[config.mk]
export PLATFORM = sky130hd
export DESIGN_NAME = mpp_guard
export DESIGN_NICKNAME = d
export VERILOG_FILES = /design/src/rtl/mpp_pkg.sv /design/src/rtl/mpp_attr_regs.sv /design/src/rtl/mpp_decide.sv /design/src/rtl/mpp_fault_cap.sv /design/src/rtl/mpp_guard.sv
export SDC_FILE = /design/constraint.sdc
export NUM_CORES = 1
export LEC_CHECK = 0
export ABC_AREA = 0
export ABC_CLOCK_PERIOD_IN_PS = 6200
export BUFFER_PORTS_ARGS = -buffer_cell sky130_fd_sc_hd__buf_2
export CAP_MARGIN = 10
export CORE_MARGIN = 2
export CORE_UTILIZATION = 50
export CTS_CLUSTER_DIAMETER = 150
export CTS_CLUSTER_SIZE = 12
export DETAILED_ROUTE_END_ITERATION = 10
export PLACE_DENSITY = 0.75
export SLEW_MARGIN = 10
export SYNTH_ARGS = -nofsm -noshare
export SYNTH_HDL_FRONTEND = slang
export SYNTH_SLANG_ARGS = --single-unit
[constraint.sdc]
create_clock -name clk -period 6.2 [get_ports clk]
set_input_delay 0.31 -clock clk [delete_from_list [all_inputs] [get_ports clk]]
set_output_delay 0.31 -clock clk [all_outputs]
set_load 0.03 [all_outputs]
[src/rtl/mpp_pkg.sv]
package mpp_pkg;

  // Permission rule: direct CPU accesses are governed by the local bit,
  // DMA/system-master accesses by the requester's allow bit.
  function automatic logic perm_ok(input logic aid_bit, input logic local_bit,
                                   input logic direct);
    return direct ? local_bit : aid_bit;
  endfunction

  // Peripheral masters (IDs 3 and 4) always run in user mode.
  function automatic logic eff_priv(input int id, input logic priv);
    return (id == 3 || id == 4) ? 1'b0 : priv;
  endfunction

endpackage

[src/rtl/mpp_attr_regs.sv]
module mpp_attr_regs #(
  parameter int NPAGES  = 16,
  parameter int NUM_IDS = 6,
  localparam int SEL_W  = $clog2(NPAGES)
) (
  input  logic                             clk,
  input  logic                             rst_n,
  input  logic                             wr_en,
  input  logic [SEL_W-1:0]                 wr_page,
  input  logic [NUM_IDS:0]                 wr_data,
  output logic [NPAGES-1:0][NUM_IDS:0]     attr_q
);
  for (genvar p = 0; p < NPAGES; p++) begin : g_page
    always_ff @(posedge clk) begin
      if (!rst_n)
        attr_q[p] <= '1;
      else if (wr_en && wr_page == SEL_W'(p))
        attr_q[p] <= wr_data;
    end
  end
endmodule

[src/rtl/mpp_decide.sv]
module mpp_decide #(
  parameter int NUM_IDS = 6,
  parameter int ID_W    = 3
) (
  input  logic              valid,
  input  logic [ID_W-1:0]   id,
  input  logic              direct,
  input  logic [NUM_IDS:0]  attr,
  output logic              allow,
  output logic              deny
);
  logic id_ok, aid_bit;
  always_comb begin
    id_ok   = int'(id) < NUM_IDS;
    aid_bit = 1'b0;
    for (int i = 0; i < NUM_IDS; i++)
      if (int'(id) == i) aid_bit = attr[i];
    allow = valid && id_ok && mpp_pkg::perm_ok(aid_bit, attr[NUM_IDS], direct);
    deny  = valid && !allow;
  end
endmodule

[src/rtl/mpp_fault_cap.sv]
module mpp_fault_cap #(
  parameter int ADDR_W = 15,
  parameter int ID_W   = 3
) (
  input  logic              clk,
  input  logic              rst_n,
  input  logic              deny,
  input  logic [ID_W-1:0]   id,
  input  logic [ADDR_W-1:0] addr,
  input  logic              wr,
  input  logic              priv,
  input  logic              clr,
  output logic              evt,
  output logic              valid,
  output logic              ovf,
  output logic [ID_W-1:0]   cap_id,
  output logic [ADDR_W-1:0] cap_addr,
  output logic              cap_wr,
  output logic              cap_priv
);
  logic take_new;
  assign take_new = deny && (!valid || clr);

  always_ff @(posedge clk) begin
    if (!rst_n) begin
      evt <= 1'b0; valid <= 1'b0; ovf <= 1'b0;
      cap_id <= '0; cap_addr <= '0; cap_wr <= 1'b0; cap_priv <= 1'b0;
    end else begin
      evt <= deny;
      if (take_new) begin
        valid <= 1'b1; ovf <= 1'b0;
        cap_id <= id; cap_addr <= addr; cap_wr <= wr; cap_priv <= priv;
      end else if (deny) begin
        ovf <= 1'b1;
      end else if (clr) begin
        valid <= 1'b0; ovf <= 1'b0;
        cap_id <= '0; cap_addr <= '0; cap_wr <= 1'b0; cap_priv <= 1'b0;
      end
    end
  end
endmodule

[src/rtl/mpp_guard.sv]
module mpp_guard #(
  parameter int ADDR_W     = 15,
  parameter int PAGE_OFF_W = 11,
  parameter int DATA_W     = 32,
  parameter int ID_W       = 3,
  parameter int NUM_IDS    = 6
) (
  input  logic                         clk,
  input  logic                         rst_n,
  input  logic                         req_valid,
  input  logic [ID_W-1:0]              req_id,
  input  logic                         req_priv,
  input  logic [ADDR_W-1:0]            req_addr,
  input  logic                         req_write,
  input  logic                         req_direct,
  input  logic [DATA_W-1:0]            req_wdata,
  output logic                         mem_en,
  output logic                         mem_we,
  output logic [ADDR_W-1:0]            mem_addr,
  output logic [DATA_W-1:0]            mem_wdata,
  input  logic [DATA_W-1:0]            mem_rdata,
  output logic [DATA_W-1:0]            rsp_rdata,
  input  logic                         cfg_we,
  input  logic [ADDR_W-PAGE_OFF_W-1:0] cfg_page,
  input  logic [NUM_IDS:0]             cfg_attr,
  input  logic                         cfg_clr,
  output logic                         fault_evt,
  output logic                         flt_valid,
  output logic                         flt_ovf,
  output logic [ID_W-1:0]              flt_id,
  output logic [ADDR_W-1:0]            flt_addr,
  output logic                         flt_write,
  output logic                         flt_priv
);
  localparam int PAGE_W = ADDR_W - PAGE_OFF_W;
  localparam int NPAGES = 1 << PAGE_W;

  logic [NPAGES-1:0][NUM_IDS:0] attr_q;
  logic [PAGE_W-1:0]            page_w;
  logic                         allow_w, deny_w, priv_w;

  assign page_w = req_addr[ADDR_W-1:PAGE_OFF_W];
  assign priv_w = mpp_pkg::eff_priv(int'(req_id), req_priv);

  mpp_attr_regs #(.NPAGES(NPAGES), .NUM_IDS(NUM_IDS)) u_attr (
    .clk(clk), .rst_n(rst_n), .wr_en(cfg_we), .wr_page(cfg_page),
    .wr_data(cfg_attr), .attr_q(attr_q)
  );

  mpp_decide #(.NUM_IDS(NUM_IDS), .ID_W(ID_W)) u_dec (
    .valid(req_valid), .id(req_id), .direct(req_direct),
    .attr(attr_q[page_w]), .allow(allow_w), .deny(deny_w)
  );

  mpp_fault_cap #(.ADDR_W(ADDR_W), .ID_W(ID_W)) u_cap (
    .clk(clk), .rst_n(rst_n), .deny(deny_w), .id(req_id), .addr(req_addr),
    .wr(req_write), .priv(priv_w), .clr(cfg_clr), .evt(fault_evt),
    .valid(flt_valid), .ovf(flt_ovf), .cap_id(flt_id), .cap_addr(flt_addr),
    .cap_wr(flt_write), .cap_priv(flt_priv)
  );

  assign mem_en    = allow_w;
  assign mem_we    = allow_w && req_write;
  assign mem_addr  = req_addr;
  assign mem_wdata = req_wdata;
  assign rsp_rdata = (allow_w && !req_write) ? mem_rdata : '0;
endmodule

* After elaboration in Yosys (flattened, before gate mapping)
Index checks and enable logic that the tools add are counted.
Widths: inputs -> output; s select.
** Cells by class
- Add/sub/neg operators :: 0
- Multipliers :: 0
- Div/mod/pow operators :: 0
- $lt $le $gt $ge :: 2
- Eq/ne operators :: 21
- Shift operators :: 0
- Muxes and demuxes :: 23
- Bitwise operators :: 1
- Reductions and logical operators :: 33
** Operator list (count)
- $mux 15 :: 3
- $eq 4x4->1 const B :: 8
- $mux 32 :: 1
- $bmux 7 s4 :: 1
- $logic_and 1x1->1 :: 22
- $eq 4x3->1 const B :: 4
- $mux 1 :: 14
- $eq 3x3->1 const B :: 4
- $mux 3 :: 3
- $eq 4x2->1 const B :: 2
- $mux 7 :: 1
- $lt 4x5->1 const B :: 1
- $eq 4x1->1 const B :: 1
- $logic_not 4->1 :: 1
- $reduce_bool 2->1 :: 2
- $eq 3x2->1 const B :: 1
- $logic_not 1->1 :: 3
- $logic_not 3->1 :: 1
- $lt 3x3->1 const B :: 1
- $logic_or 1x1->1 :: 2
- $ne 2x2->1 const B :: 1
- $reduce_and 2->1 :: 1
- $reduce_or 2->1 :: 1
- $not 1->1 :: 1
** Word-level totals
- Bits in registers :: 135
- Latch bits :: 0
- Memory bits (writable) :: 0
- Bits in read-only memories :: 0
- Output and inout bits :: 104
- Memories :: 0

* Depth between registers and ports, before layout
- Depth in word-level cells :: 15
- Gate-level depth with buffers :: 11
- Mapped depth without buffers :: 8

* Modules after synthesis
A second synthesis with hierarchy kept.
** Unflattened totals
- Cell total of the unflattened synthesis :: 799
- Area, all modules :: 6896.6 sq um
** By module, submodules not included
- mpp_attr_regs :: instances 1, cells an instance 540, area each 4401.7 sq um
- mpp_guard :: instances 1, cells an instance 149, area each 1515.2 sq um
- mpp_fault_cap :: instances 1, cells an instance 100, area each 907.1 sq um
- mpp_decide :: instances 1, cells an instance 10, area each 72.6 sq um

* Worst setup path before layout
OpenSTA, ideal clock, no wires.
- Path type :: input to output
- From :: input port req_addr[13]
- To :: output port mem_we
- Data arrival time :: 2.402 ns
- Required time :: 5.890 ns
- Path slack :: 3.488 ns
- Stages on the path :: 10
- Cell sequence :: buf_2 buf_2 mux4_2 a22oi_1 nand3_1 nand3b_1 nand3_1 o311ai_4 inv_1 and2_1
** Between the ends
- Word-level cells in the longest chain between the ends :: 11
** RTL lines
- from (decl) :: line mpp_guard.sv:13 : input logic [ADDR_W-1:0] req_addr,
- $bmux 7 s4 (*) :: line mpp_guard.sv:52 : .attr(attr_q[page_w]), .allow(allow_w), .deny(deny_w)
- $mux 7 (not written as such) (*) :: line mpp_guard.sv:52
- $mux 1 (6 in a row) :: line mpp_decide.sv:17 : if (int'(id) == i) aid_bit = attr[i];
- $mux 1 (*) :: line mpp_pkg.sv:7 : return direct ? local_bit : aid_bit;
- $logic_and 1x1->1 (*) :: line mpp_decide.sv:18 : allow = valid && id_ok && mpp_pkg::perm_ok(aid_bit, attr[NUM_IDS], direct);
- named net mem_en :: line mpp_guard.sv:17 : output logic mem_en,
- $logic_and 1x1->1 (*) :: line mpp_guard.sv:63 : assign mem_we = allow_w && req_write;
- to (decl) :: line mpp_guard.sv:18 : output logic mem_we,
Mark *: on every way through the listed nets, which the timed path passes. The rest lies on a longest branch. The select of a mux whose other input is x is not followed.

* Worst setup path after layout
- From :: input port req_addr[11]
- To :: output port rsp_rdata[2]
** Between the ends
- Word-level cells in the longest chain between the ends :: 12
** RTL lines
- $bmux 7 s4 (*) :: line mpp_guard.sv:52
- $mux 7 (not written as such) (*) :: line mpp_guard.sv:52
- $mux 1 (6 in a row) :: line mpp_decide.sv:17
- $mux 1 (*) :: line mpp_pkg.sv:7
- $logic_and 1x1->1 (*) :: line mpp_decide.sv:18
- $logic_and 1x1->1 (*) :: line mpp_guard.sv:66 : assign rsp_rdata = (allow_w && !req_write) ? mem_rdata : '0;
- $mux 32 (*) :: line mpp_guard.sv:66
- to (decl) :: line mpp_guard.sv:22 : output logic [DATA_W-1:0] rsp_rdata,
Every way passes the cells marked *; elsewhere a longest branch is shown, timed or not. The select of a mux whose other input is x is not followed.

==> flow_summary.yaml <==
clocking:
  cts_tree: "yes"
  clk_latency_ps: 420
  clkSinkCount: 135
  h-tree-depth: 4
  post_cts_buffers: 0
  cts_hold_buf: 0
  clockBufferDepth: 2
  cts_made_buffers: 17
  clk_pin_slew_ps: 60
  clockRootBuffer: "clkbuf_16"
  postCtsResizedCells: 0
worst_setup_path:
  path_max_fanout: 32
  crit_type: "input pin to output pin"
  endpoint: "rsp_rdata[2]"
  crit_path_start: "req_addr[11]"
  cp.arrival_ps: 3620
  endpoint_kind: "output pin"
  rrSetupSlack_ps: 3680
  startpoint_type: "input pin"
  reg2reg_to: "u_cap.cap_addr[5]"
  reg2reg_depth: 8
  reg2reg_from: "u_attr.attr_q[49]"
  cp_data_required_time_ps: 5890
sta:
  drv_slew: 0
  finalCriticalPeriod_ps: 3930
  setup_viol: 0
  hold_violations: 0
  rsz0062_at_grt: "no"
  period_share_pct: 63.3
  max-slew-margin-rel_pct: 29.5
  holdWs_ps: 140
  fmax_ghz: 0.255
  tightest_slew_ps: 1050
  fin_worst_skew_ps: 10.1
  finalSetupTns_ps: 0
floorplan:
  die_h_um: 119
  num_rows: 42
  start_util_pct: 50.6
  fp.coreArea_mm2: 0.0131
  ios: 205
  dieArea_mm2: 0.0142
  die_x_um: 119
status:
  outcome: "completed"
yosys:
  synthDistinctLibCells: 40
  ys_seq_area_share_pct: 40.8
  avgSynthCellArea_um2: 8.37
  synth-seq-cells: 135
  yosysWarningCount: 0
  syn-cell-area_mm2: 0.00662
  syn-instance-count: 791
  syn_nets: 892
global_routing:
  grt_remaining_overflow: 0
  grt_max_degree: 95
  grt_pass1_vias: 5331
  track_usage_pct: 26.1
  grt_antenna_before_repair: 1
  grt_pass1_wl_um: 28500
power:
  leakagePower_uw: 0.00355
  p_total_uw: 2220
  vdd_ir_drop_max_uv: 273
  cellPowerDensity_mw_per_mm2: 292
route:
  routed_wl_um: 18400
  vias: 5710
  firstDrtPassIters: 5
  ant_nets: 0
  wl_per_cell_um: 17.6
  drt_iter0_markers: 517
  drc: 0
  vias_per_cell: 5.47
placement:
  port_buffers: 140
  dpl.cell_count: 1010
  dp_hpwl_um: 12400
  gp_congestion: 0.829
layout:
  nets: 954
  layout_commonest_cell: "nand2_1"
  area_growth_pct: 14.8
  postLayoutCoreUtil_pct: 58.1
  drive_gt1_share_pct: 23.0
  final_cell_mix: "nand2_1, buf_2, dfxtp_1"
  stdcell_count: 1043
run:
  cap_violations: 0
worst_hold_path:
  hold_path_class: "input pin to flip-flop"
[cell type report]
type | count | area (um2)
Clock buffer | 20 | 457
Fill cell | 1134 | 5490
Antenna cell | 1 | 2.50
Sequential cell | 135 | 2700
Clock inverter | 12 | 175
Inverter | 4 | 15.0
Timing Repair Buffer | 142 | 718
Multi-Input combinational cell | 553 | 3310
Tap cell | 176 | 220
[metal layers]
| layer | up-vias | share of wire, % | GRT usage, % |
|---|---|---|---|
| li1 | 2741 | - | - |
| met3 | 27 | 8.8 | 6.90 |
| met1 | 2649 | 41 | 32.6 |
| met5 | - | 0 | 0 |
| met4 | 0 | 2.1 | 10.6 |
| met2 | 293 | 48 | 42.7 |
[critical path: stages]
cell	delay, ps
buf_2	580
buf_4	410
mux2i_1	130
a311oi_1	260
and3_1	190
a31oi_1	50
a311oi_2	360
o311ai_4	200
nor2_2	670
and2_1	230
buf_2	200
[Yosys cell counts, drive strengths merged]
master | number | area, um2
dfxtp | 135 | 2700
and3 | 2 | 12.5
nor3 | 4 | 20.0
or3b | 1 | 8.76
nand3 | 105 | 538
o2111ai | 1 | 8.76
nor2b | 7 | 43.8
a22oi | 5 | 37.5
nand2 | 242 | 908
nor3b | 2 | 15.0
a21boi | 1 | 7.51
mux4 | 19 | 428
buf | 63 | 452
mux2i | 60 | 601
clkbuf | 36 | 143
a31oi | 4 | 25.0
a311oi | 3 | 32.5
nand4 | 3 | 18.8
o311ai | 1 | 26.3
a2111oi | 1 | 8.76
a22o | 2 | 17.5
a21oi | 4 | 20.0
nand2b | 4 | 25.0
nand3b | 22 | 165
a211oi | 1 | 7.51
mux2 | 2 | 22.5
inv | 4 | 15.0
or3 | 3 | 18.8
nor2 | 20 | 77.6
and2 | 33 | 206
or2 | 1 | 6.26
[per-stage QoR]
step | worst slack [ps] | area (um2)
2_1_floorplan | 3490 | 6620
3_3_place_gp | 2410 | 6960
3_5_place_dp | 2290 | 6960
4_1_cts | 2270 | 7590
5_1_grt | 2000 | 7600
6_report | 2270 | 7600
[how the worst min path moves through the flow]
stage                   endpoint               from  depth (start not counted)  slack, ps
2_1_floorplan   u_attr.attr_q[1]   u_attr.attr_q[1]                          2        430
4_1_cts        u_cap.cap_addr[3]        req_addr[3]                          3        140
3_3_place_gp   u_attr.attr_q[31]  u_attr.attr_q[31]                          2        450
6_report       u_cap.cap_addr[3]        req_addr[3]                          3        140
5_1_grt        u_cap.cap_addr[3]        req_addr[3]                          3        150
3_5_place_dp   u_attr.attr_q[31]  u_attr.attr_q[31]                          2        450
[logic make-up after synthesis]
family          count (synthesis)  share of synthesized area, %
buf+inv                       103                          9.21
flops                         135                          40.8
mux                            81                          15.9
simple gates                  449                          31.2
compound gates                 23                          2.89
[registers in the layout, indices dropped and copies added, names as in the netlist]
signal	count
u_cap.evt	1
u_attr.attr_q	112
u_cap.ovf	1
u_cap.cap_wr	1
u_cap.cap_addr	15
u_cap.cap_id	3
u_cap.valid	1
u_cap.cap_priv	1
[report_power, final]
part / switching [uW] / internal (uW) / total (uW) / leakage (uW)
logic: 162 / 82.6 / 245 / 0.00215
registers: 11.4 / 891 / 903 / 0.00110
clock network: 378 / 693 / 1070 / 0.000302
(Power assumes the default switching activity.)
